<file path="config.mk">
export PLATFORM = sky130hd
export DESIGN_NAME = serial_cfg_port
export DESIGN_NICKNAME = d
export VERILOG_FILES = /design/src/rtl/scp_pkg.sv /design/src/rtl/scp_sync.sv /design/src/rtl/scp_regbank.sv /design/src/rtl/scp_ctrl.sv /design/src/rtl/serial_cfg_port.sv
export SDC_FILE = /design/constraint.sdc
export NUM_CORES = 1
export LEC_CHECK = 0
export ABC_AREA = 1
export BUFFER_PORTS_ARGS = -buffer_cell sky130_fd_sc_hd__clkbuf_2
export CAP_MARGIN = 10
export CORE_MARGIN = 4
export CORE_UTILIZATION = 56
export DETAILED_ROUTE_END_ITERATION = 8
export HOLD_SLACK_MARGIN = 0.05
export PLACE_DENSITY = 0.83
export SYNTH_ARGS = -nofsm -noshare
export SYNTH_HDL_FRONTEND = slang
export SYNTH_HIERARCHICAL = 1
export SYNTH_SLANG_ARGS = --single-unit
</file>
<file path="constraint.sdc">
create_clock -name clk -period 2.97 [get_ports clk]
set_clock_uncertainty 0.1 [all_clocks]
set_input_delay 0.7425 -clock clk [delete_from_list [all_inputs] [get_ports clk]]
set_output_delay 0.7425 -clock clk [all_outputs]
set_load 0.02 [all_outputs]
</file>
<file path="src/rtl/scp_pkg.sv">
// Package: shared constants and types for the serial configuration port.
// Assumes eight-bit registers and an eight-bit instruction byte.
package scp_pkg;
    localparam int BYTE_W    = 8;
    localparam int ADDR_W    = 5;
    localparam int NUM_REGS  = 1 << ADDR_W;
    localparam int BITCNT_W  = $clog2(BYTE_W);
    localparam int CFG_REG   = 0;
    localparam int BIDIR_BIT = 7;
    localparam int LSB_BIT   = 6;

    typedef enum logic [1:0] {
        PH_INSTR = 2'd0,
        PH_DATA  = 2'd1,
        PH_DONE  = 2'd2
    } phase_e;
endpackage

</file>
<file path="src/rtl/scp_sync.sv">
// Module: multi-stage synchronizer for a group of asynchronous pins.
// Each bit gets its own flop chain with a per-bit reset value.
// Assumes STAGES >= 2.
module scp_sync #(
    parameter int          N_SIG   = 3,
    parameter int          STAGES  = 2,
    parameter logic [31:0] RST_VAL = 32'h0
) (
    input  logic             clk,
    input  logic             rst_n,
    input  logic [N_SIG-1:0] d_i,
    output logic [N_SIG-1:0] q_o
);
    for (genvar g = 0; g < N_SIG; g++) begin : g_bit
        logic [STAGES-1:0] chain;
        // Shift the raw pin through the chain of flops.
        always_ff @(posedge clk) begin
            if (!rst_n) chain <= {STAGES{RST_VAL[g]}};
            else        chain <= {chain[STAGES-2:0], d_i[g]};
        end
        assign q_o[g] = chain[STAGES-1];
    end
endmodule

</file>
<file path="src/rtl/scp_regbank.sv">
// Module: bank of byte-wide configuration registers with one write port,
// one combinational read port and a flat parallel view of all contents.
// Assumes at most one write strobe per cycle.
module scp_regbank
    import scp_pkg::*;
(
    input  logic                       clk,
    input  logic                       rst_n,
    input  logic                       wr_en_i,
    input  logic [ADDR_W-1:0]          wr_addr_i,
    input  logic [BYTE_W-1:0]          wr_data_i,
    input  logic [ADDR_W-1:0]          rd_addr_i,
    output logic [BYTE_W-1:0]          rd_data_o,
    output logic [NUM_REGS*BYTE_W-1:0] regs_o
);
    for (genvar r = 0; r < NUM_REGS; r++) begin : g_reg
        // Load this register when the strobe addresses it.
        always_ff @(posedge clk) begin
            if (!rst_n)
                regs_o[r*BYTE_W +: BYTE_W] <= '0;
            else if (wr_en_i && (wr_addr_i == ADDR_W'(r)))
                regs_o[r*BYTE_W +: BYTE_W] <= wr_data_i;
        end
    end

    assign rd_data_o = regs_o[rd_addr_i*BYTE_W +: BYTE_W];

    // contents only move when a write strobe was issued.
    a_r11_hold_without_write: assert property (@(posedge clk) disable iff (!rst_n)
        !wr_en_i |=> $stable(regs_o));
endmodule

</file>
<file path="src/rtl/scp_ctrl.sv">
// Module: serial transfer controller. It detects serial clock edges on
// synchronized pins, assembles the instruction and data bytes, issues
// register writes and shifts read data out after falling edges.
// Assumes all inputs are already synchronized to clk.
module scp_ctrl
    import scp_pkg::*;
(
    input  logic              clk,
    input  logic              rst_n,
    input  logic              sclk_s_i,
    input  logic              cs_n_s_i,
    input  logic              sdi_s_i,
    input  logic              lsb_first_i,
    input  logic [BYTE_W-1:0] rd_data_i,
    output logic [ADDR_W-1:0] addr_o,
    output logic              wr_en_o,
    output logic [BYTE_W-1:0] wr_data_o,
    output logic              out_bit_o,
    output logic              drive_en_o
);
    phase_e              phase;
    logic [BITCNT_W-1:0] bit_cnt;
    logic [BYTE_W-1:0]   shreg;
    logic [BYTE_W-1:0]   next_sh;
    logic [ADDR_W-1:0]   addr_q;
    logic [1:0]          left_q;
    logic                rw_q;
    logic                sclk_d;
    logic                out_q;
    logic                rise;
    logic                fall;
    logic                byte_end;
    logic [BITCNT_W-1:0] out_idx;

    assign rise     = sclk_s_i && !sclk_d;
    assign fall     = !sclk_s_i && sclk_d;
    assign next_sh  = lsb_first_i ? {sdi_s_i, shreg[BYTE_W-1:1]}
                                  : {shreg[BYTE_W-2:0], sdi_s_i};
    assign byte_end = rise && !cs_n_s_i && (phase != PH_DONE)
                      && (bit_cnt == BITCNT_W'(BYTE_W-1));
    assign out_idx  = lsb_first_i ? bit_cnt : BITCNT_W'(BYTE_W-1) - bit_cnt;

    assign wr_en_o    = byte_end && (phase == PH_DATA) && !rw_q;
    assign wr_data_o  = next_sh;
    assign addr_o     = addr_q;
    assign out_bit_o  = out_q;
    assign drive_en_o = (phase == PH_DATA) && rw_q && !cs_n_s_i;

    // Track the previous serial clock level for edge detection.
    always_ff @(posedge clk) begin
        if (!rst_n) sclk_d <= 1'b0;
        else        sclk_d <= sclk_s_i;
    end

    // Frame state: shift bits, decode the instruction, step the address.
    always_ff @(posedge clk) begin
        if (!rst_n) begin
            phase   <= PH_INSTR;
            bit_cnt <= '0;
            shreg   <= '0;
            addr_q  <= '0;
            left_q  <= '0;
            rw_q    <= 1'b0;
        end else if (cs_n_s_i) begin
            phase   <= PH_INSTR;
            bit_cnt <= '0;
        end else if (rise && phase != PH_DONE) begin
            shreg   <= next_sh;
            bit_cnt <= bit_cnt + 1'b1;
            if (byte_end) begin
                if (phase == PH_INSTR) begin
                    rw_q   <= next_sh[7];
                    left_q <= next_sh[6:5];
                    addr_q <= next_sh[ADDR_W-1:0];
                    phase  <= PH_DATA;
                end else begin
                    addr_q <= addr_q + 1'b1;
                    if (left_q == 2'd0) phase  <= PH_DONE;
                    else                left_q <= left_q - 1'b1;
                end
            end
        end
    end

    // Present the next read bit after each falling serial clock edge.
    always_ff @(posedge clk) begin
        if (!rst_n)
            out_q <= 1'b0;
        else if (fall && !cs_n_s_i && phase == PH_DATA && rw_q)
            out_q <= rd_data_i[out_idx];
    end

    // every committed byte advances the address by one, modulo 32.
    a_r4_addr_step: assert property (@(posedge clk) disable iff (!rst_n)
        wr_en_o |=> (addr_q == $past(addr_q) + 1'b1));
    // a high select always returns the framer to a fresh instruction.
    a_r10_abort_restart: assert property (@(posedge clk) disable iff (!rst_n)
        cs_n_s_i |=> (phase == PH_INSTR && bit_cnt == '0));
    // no write can issue once the burst has completed.
    a_r11_done_silent: assert property (@(posedge clk) disable iff (!rst_n)
        (phase == PH_DONE) |-> !wr_en_o);
    // read data moves only after a falling serial clock edge.
    a_r3_out_on_fall: assert property (@(posedge clk) disable iff (!rst_n)
        !fall |=> $stable(out_q));
endmodule

</file>
<file path="src/rtl/serial_cfg_port.sv">
// Module: top of the serial configuration port. It synchronizes the pins,
// runs the transfer controller, holds the register bank and steers read
// data onto the shared or dedicated data line.
// Assumes the serial clock is at most about 1/6 of clk.
module serial_cfg_port
    import scp_pkg::*;
#(
    parameter int SYNC_STAGES = 2
) (
    input  logic                       clk,
    input  logic                       rst_n,
    input  logic                       sclk_i,
    input  logic                       cs_n_i,
    input  logic                       sdio_i,
    output logic                       sdio_o,
    output logic                       sdio_oe_o,
    output logic                       sdo_o,
    output logic                       sdo_oe_o,
    output logic [NUM_REGS*BYTE_W-1:0] regs_o
);
    logic [2:0]        pins_s;
    logic              sclk_s, cs_n_s, sdi_s;
    logic              wr_en;
    logic [ADDR_W-1:0] addr;
    logic [BYTE_W-1:0] wr_data, rd_data;
    logic              out_bit, drive_en;
    logic              cfg_bidir, cfg_lsb;

    scp_sync #(
        .N_SIG  (3),
        .STAGES (SYNC_STAGES),
        .RST_VAL(32'h2)
    ) u_sync (
        .clk  (clk),
        .rst_n(rst_n),
        .d_i  ({sdio_i, cs_n_i, sclk_i}),
        .q_o  (pins_s)
    );
    assign sclk_s = pins_s[0];
    assign cs_n_s = pins_s[1];
    assign sdi_s  = pins_s[2];

    assign cfg_bidir = regs_o[CFG_REG*BYTE_W + BIDIR_BIT];
    assign cfg_lsb   = regs_o[CFG_REG*BYTE_W + LSB_BIT];

    scp_ctrl u_ctrl (
        .clk        (clk),
        .rst_n      (rst_n),
        .sclk_s_i   (sclk_s),
        .cs_n_s_i   (cs_n_s),
        .sdi_s_i    (sdi_s),
        .lsb_first_i(cfg_lsb),
        .rd_data_i  (rd_data),
        .addr_o     (addr),
        .wr_en_o    (wr_en),
        .wr_data_o  (wr_data),
        .out_bit_o  (out_bit),
        .drive_en_o (drive_en)
    );

    scp_regbank u_bank (
        .clk      (clk),
        .rst_n    (rst_n),
        .wr_en_i  (wr_en),
        .wr_addr_i(addr),
        .wr_data_i(wr_data),
        .rd_addr_i(addr),
        .rd_data_o(rd_data),
        .regs_o   (regs_o)
    );

    assign sdio_o    = out_bit;
    assign sdo_o     = out_bit;
    assign sdio_oe_o = drive_en && cfg_bidir;
    assign sdo_oe_o  = drive_en && !cfg_bidir;

    // neither line is driven while the port is deselected.
    a_r9_quiet_deselected: assert property (@(posedge clk) disable iff (!rst_n)
        cs_n_s |-> (!sdo_oe_o && !sdio_oe_o));
    // at most one line drives, and it matches the pin mode.
    a_r7_one_driver: assert property (@(posedge clk) disable iff (!rst_n)
        !(sdo_oe_o && sdio_oe_o));
    a_r6_dedicated_in_4wire: assert property (@(posedge clk) disable iff (!rst_n)
        sdo_oe_o |-> !cfg_bidir);
endmodule

</file>
After elaboration in Yosys (flattened, before gate mapping)
Cells that the tools add are included.
{ "classes": {"add_sub_neg": 4, "n_lt_le_gt_ge": 1, "n_eq_ne": 35, "shifts": 1, "n_mux": 9, "n_bitwise": 2, "n_reduce_logical": 62} }
{ "op_table": {"columns": ["cell", "n"], "rows": [
  ["variable part select 256 x 9 -> 8 bit", 1],
  ["equality test 5 bit, second input constant", 16],
  ["logical AND 1 bit", 47],
  ["equality test 5 x 4 -> 1 bit, second input constant", 8],
  ["equality test 5 x 3 -> 1 bit, second input constant", 4],
  ["equality test 5 x 2 -> 1 bit, second input constant", 2],
  ["two-way mux 2 bit", 4],
  ["two-way mux 8 bit", 1],
  ["AND reduction 4 bit", 2],
  ["AND reduction 3 bit", 2],
  ["adder 5 x 1 -> 5 bit, second input constant", 1],
  ["equality test 5 x 1 -> 1 bit, second input constant", 1],
  ["zero test 1 bit", 5],
  ["zero test 5 bit", 1],
  ["two-way mux 5 bit", 1],
  ["zero test 2 bit", 2],
  ["< comparator 3 x 4 -> 1 bit, second input constant", 1],
  ["adder 3 x 1 -> 3 bit, second input constant", 1],
  ["binary-select mux 1 bit (select 3 bit)", 1],
  ["equality test 3 bit, second input constant", 1],
  ["two-way mux 3 bit", 1],
  ["subtractor 3 bit, first input constant", 1],
  ["equality test 2 x 1 -> 1 bit, second input constant", 1],
  ["!= test 2 x 1 -> 1 bit, second input constant", 1],
  ["7 further kinds", 8]
]} }
{ "word_totals": {"ff_bits": 285, "input_bits": 5, "elab_cells": 157} }

Depth between registers and ports, before layout
{ "logic_depth": {"word_depth": 8, "ltp_mapped": 17, "mapped_depth_nobuf": 15} }

Modules after synthesis
The synthesis kept the hierarchy.
{ "by_module_without_submodules": {"columns": ["module", "instances", "cells_each", "area_each_um2"], "rows": [
  ["scp_regbank", 1, 1793, 12026.5],
  ["scp_ctrl", 1, 186, 1287.5],
  ["scp_sync", 1, 21, 187.7],
  ["serial_cfg_port", 1, 5, 25.0]
]} }

Least setup slack after synthesis
No wires, ideal clock.
{ "synth_path": {"path_type": "reg-to-reg", "startpoint": "register u_sync.g_bit[0].chain[1]", "endpoint": "register u_bank.regs_o[24]", "setup_ns": 0.132, "arrival_time_ns": 2.033, "path_slack_ns": 0.704, "path_stages_with_launch": 14, "cell_sequence": "dfxtp_1 -> buf_4 -> inv_1 -> nor2_2 -> nand2_4 -> nor2_8 -> nand2_4 -> nor4_1 -> inv_1 -> nor2_2 -> clkbuf_1 -> nand2_1 -> nand2_1 -> a21oi_1"} }
{ "synth_between": {"elab_chain_cells": 7} }
{ "synth_lines": {"columns": ["item", "line_no", "source"], "rows": [
  ["start, declared", "scp_sync.sv:15", "logic [STAGES-1:0] chain;"],
  ["start signal, assigned", "scp_sync.sv:18", "if (!rst_n) chain <= {STAGES{RST_VAL[g]}};"],
  ["start signal, assigned", "scp_sync.sv:19", "else chain <= {chain[STAGES-2:0], d_i[g]};"],
  ["logical AND 1 bit", "scp_ctrl.sv:35", "assign rise = sclk_s_i && !sclk_d;"],
  ["logical AND 1 bit (2 in a row)", "scp_ctrl.sv:39", "assign byte_end = rise && !cs_n_s_i && (phase != PH_DONE)"],
  ["logical AND 1 bit", "scp_ctrl.sv:40", "&& (bit_cnt == BITCNT_W'(BYTE_W-1));"],
  ["logical AND 1 bit (2 in a row)", "scp_ctrl.sv:43", "assign wr_en_o = byte_end && (phase == PH_DATA) && !rw_q;"],
  ["via wr_en", "serial_cfg_port.sv:23", "logic wr_en;"],
  ["logical AND 1 bit", "scp_regbank.sv:21", "else if (wr_en_i && (wr_addr_i == ADDR_W'(r)))"],
  ["end signal, assigned by index", "scp_regbank.sv:22", "regs_o[r*BYTE_W +: BYTE_W] <= wr_data_i;"],
  ["end, declared", "scp_regbank.sv:14", "output logic [NUM_REGS*BYTE_W-1:0] regs_o"]
]} }
The timed path passes the listed nets, and every way through them passes these cells.
A chain may end at the register's enable or synchronous reset.

Final worst setup path
{ "layout_path": {"startpoint": "register u_ctrl.addr_q[0], in the netlist u_ctrl/addr_o[0]", "endpoint": "register u_ctrl.out_q, in the netlist u_ctrl/out_bit_o"} }
{ "layout_between": {"elab_chain_cells": 3} }
{ "layout_lines": {"columns": ["item", "line_no", "source"], "rows": [
  ["start, declared", "scp_ctrl.sv:25", "logic [ADDR_W-1:0] addr_q;"],
  ["start signal, assigned", "scp_ctrl.sv:74", "addr_q <= next_sh[ADDR_W-1:0];"],
  ["start signal, assigned", "scp_ctrl.sv:77", "addr_q <= addr_q + 1'b1;"],
  ["variable part select 256 x 9 -> 8 bit", "scp_regbank.sv:26", "assign rd_data_o = regs_o[rd_addr_i*BYTE_W +: BYTE_W];"],
  ["via rd_data[2]", "serial_cfg_port.sv:25", "logic [BYTE_W-1:0] wr_data, rd_data;"],
  ["binary-select mux 1 bit (select 3 bit)", "scp_ctrl.sv:90", "out_q <= rd_data_i[out_idx];"],
  ["two-way mux 1 bit (not written as such)", "scp_ctrl.sv:90", null],
  ["end signal, assigned", "scp_ctrl.sv:90", null],
  ["end, declared", "scp_ctrl.sv:29", "logic out_q;"]
]} }
The timed path passes the listed nets, and every way through them passes these cells. The select of a mux whose other input is x is not followed.

==> impl_results.md <==
* Worst Setup End Kind: register
* Worst hold path class: in -> reg
* Nets at 2208
* Mux share of post-synthesis cell area at 0%
* Post-CTS Setup Bufs at 0
* Initial core utilization at 57.3%
* Synth top area share at between 40% and 50%
* WL/cell at approximately 20 um
* Cell breakdown of the critical path: clkinv_2 > buf_12 > nand2_1 > nand3_1 > nand3_1 > nand2_1 > nand2_1 > nand2_1 > nand2_1 > nand2_1 > inv_1 > nand3_1 > nand3_1 > nand3_1 > nand3_1 > a21oi_1
* Post-DRT Antenna Nets at 0
* CTS buffer count at 29
* Antenna diodes at 0
* Initial antenna violation count at 0
* H-tree depth at 1
* Ys async rst share at 0%
* FF+latch count, synth at roughly 290
* Synthesized area at approximately 14000 um^2
* Max-Cap Viols at 0
* Simple-gate share of the synthesized area at 38.3%
* Clock share of power at between 40 and 50%
* Die width at 163 um
* TritonCTS clock tree: yes
* Status: finished, final reports clean
* Overflow left after global routing at 0
* Final Max Tran Viols at 0
* Setup_tns at 0 ns
* Final wirelength at 49.6 mm
* Clk sinks at roughly 290
* Io pins at 265
* Crit path max fanout at 32
* Yosys top cell by area: dfxtp_1
* Kind of critical path: reg -> reg
* Initial drt markers at roughly 2600
* Hold WS at between 0.2 and 0.3 ns
* Crit path launch type: register
* Num rows at 56
* YS warnings at 6
* Xor/xnor cell area share of the yosys netlist at 0.259%
* CP arrival at 2.98 ns
* Routability cong. at 0.961
* FF+latch area at 5710 um^2
* Final worst path period share at roughly nine tenths
* Buffers added on ports at 264
* Synth Area in Adders at 0.370%
* First-pass GRT wire length at 75.5 mm
* Worst-margin pin slew at 0.911 ns
* Dpl hpwl at roughly 33 mm
* Tmin final at 2.65 ns
* Switch Pwr at roughly 1700 uW
* RSZ-0062 raised after global routing: false
* Top post-synthesis cells by area: dfxtp_1, nand2_1, nand3_1, a21oi_1, nor2_1
* DP Worst Slack at 0.416 ns
* Main combinational cell family by area after synthesis: simple AND/OR/NAND/NOR gates
* Post-layout util at 68.2%
* Seq/Total Area, Yosys at a little over two fifths
* Critical path's largest stage delay at 0.39 ns
* Worst setup margin at between 0.3 and 0.4 ns
* Crit-path slowest cell: clkinv_2
* Switching share of power at between 20% and 30%
* Syn_area_per_cell at 6.75 um^2
* Vias per cell at 6.10
* Area Growth Syn to Fin at 19.0%
* Gr usage total at between 30% and 40%
* Post-Syn Instances at 2005
* Fillers at 2033
* Area occupied by multi-input gates at just under 7000 um^2
* Compound-Gate Fraction of Synth Area at between 10% and 20%
* Count leader, synth: nand2_1
* Count of different cell masters after synthesis at 32
* Residual DRC at 0
* Worst-path clk slew at 0.06 ns
* Vias in the first global route at roughly 14000
* Clk_lat worst skew at approximately 0.55 ns
* Seq pwr share at just under 50%
* Internal at 6250 uW
* Power Density at between 400 and 500 nW/um^2
* Setup violations, final at 0
* Post-CTS sizing at 0
* Synth cell count leaders: nand2_1, nand3_1, dfxtp_1
* Share of layout cells above drive strength 1 at a little under a fifth
* Comb pwr share at 1.8%
* Hold Buf Count CTS at 0
* Maximum clock path buffer count at 3
* Die Footprint at around 27000 um^2
* Router iterations before antenna repair at 6
* Relative slew slack at 39.3%
* Chip Height at between 150 and 200 um
* Ys flop type: dfxtp_1
* Peak supply drop at about 480 uV
* CP required at 3.30 ns
* Syn Nets at 2014
* Final Hold Vio Count at 0
* Vias post-DR at 15500
* Core Region at 23600 um^2
* Max frequency at 0.377 GHz
* Post-synth EDFFs at 0
* CTS root buf: clkbuf_16
* Largest net degree at the start of global routing at approximately 140
* Pleak at around 0.0066 uW
-- stage by stage --
| stage | instances | power, uW | cell area (um^2) |
|---|---|---|---|
| floorplan | 2005 | 4010 | 13500 |
| global placement | 2487 | 4050 | 15100 |
| detailed placement | 2487 | 4050 | 15100 |
| CTS | 2540 | 7910 | 16100 |
| global route | 2540 | 8090 | 16100 |
| finish | 2540 | 7920 | 16100 |
-- cells by family after synthesis --
family / after synthesis
xor gates and xnor gates: 4
buffers and inverters: 213
and+or+nand+nor: 1186
adders and majority gates: 4
DFF: 285
AOI/OAI and AO/OA: 313
-- power by group through the flow --
stage / clock (uW) / combinational, uW / sequential [uW]
2_1_floorplan: 0 / 92.1 / 3910
3_3_place_gp: 0 / 134 / 3920
3_5_place_dp: 0 / 136 / 3920
4_1_cts: 3940 / 137 / 3830
5_1_grt: 4110 / 152 / 3830
6_report: 3950 / 143 / 3830
-- registers in the layout, summed over array words and instances (netlist names), 2 cells and up --
signal,count
u_ctrl/addr_o,5
u_ctrl/bit_cnt,3
u_bank/regs_o,256
u_ctrl/phase,2
u_sync/g_bit.chain,6
u_ctrl/shreg,8
u_ctrl/left_q,2
-- layout by cell type (no fill, tap or decap), drive strengths merged, types with 2 or more instances in the layout --
cell / synthesis / final
a21oi: 218 / 218
a31oi: 4 / 4
buf: 81 / 47
bufinv: 0 / 5
clkbuf: 67 / 304
clkinv: 2 / 10
dfxtp: 285 / 285
ha: 4 / 4
inv: 63 / 62
nand2: 637 / 637
nand3: 399 / 399
nand3b: 2 / 2
nor2: 144 / 144
o21ai: 90 / 90
or2: 2 / 2
xnor2: 2 / 2
xor2: 2 / 2
-- critical path: cells and delay by family (launching register included) --
family | cells | cell delay, ns
flip-flops | 1 | 0.36
AND/OR/NAND/NOR | 12 | 1.18
AO/OA/AOI/OAI | 1 | 0.09
buffers and inverters | 3 | 0.79
-- metal layers --
layer,GRT usage [%],wire [um]
met3,7.09,6800
met4,15.0,2100
met5,0,0
met1,48.6,18800
met2,53.8,22000
-- final cells by class --
| class | count | share of cell area, % |
|---|---|---|
| inverters | 65 | 1.55 |
| clock inverters | 13 | 1.20 |
| well taps | 319 | 2.48 |
| clock buffers | 40 | 5.20 |
| flip-flops and latches | 285 | 35.5 |
| repair buffers | 311 | 11.4 |
| multi-input cells | 1507 | 42.7 |
-- final timing paths --
check | startpoint | endpoint | slack [ns] | cells after the start
max | u_ctrl/addr_o[0]$_SDFFE_PN0P_ | u_ctrl/out_bit_o$_SDFFE_PN0P_ | 0.32 | 16
min | cs_n_i | u_sync/g_bit[1].chain[0]$_SDFF_PN1_ | 0.27 | 3
max reg2reg | u_ctrl/addr_o[0]$_SDFFE_PN0P_ | u_ctrl/out_bit_o$_SDFFE_PN0P_ | 0.32 | 16
min reg2reg | u_sync/g_bit[1].chain[0]$_SDFF_PN1_ | u_sync/g_bit[1].chain[1]$_SDFF_PN1_ | 0.31 | 2
(Power assumes the default switching activity.)
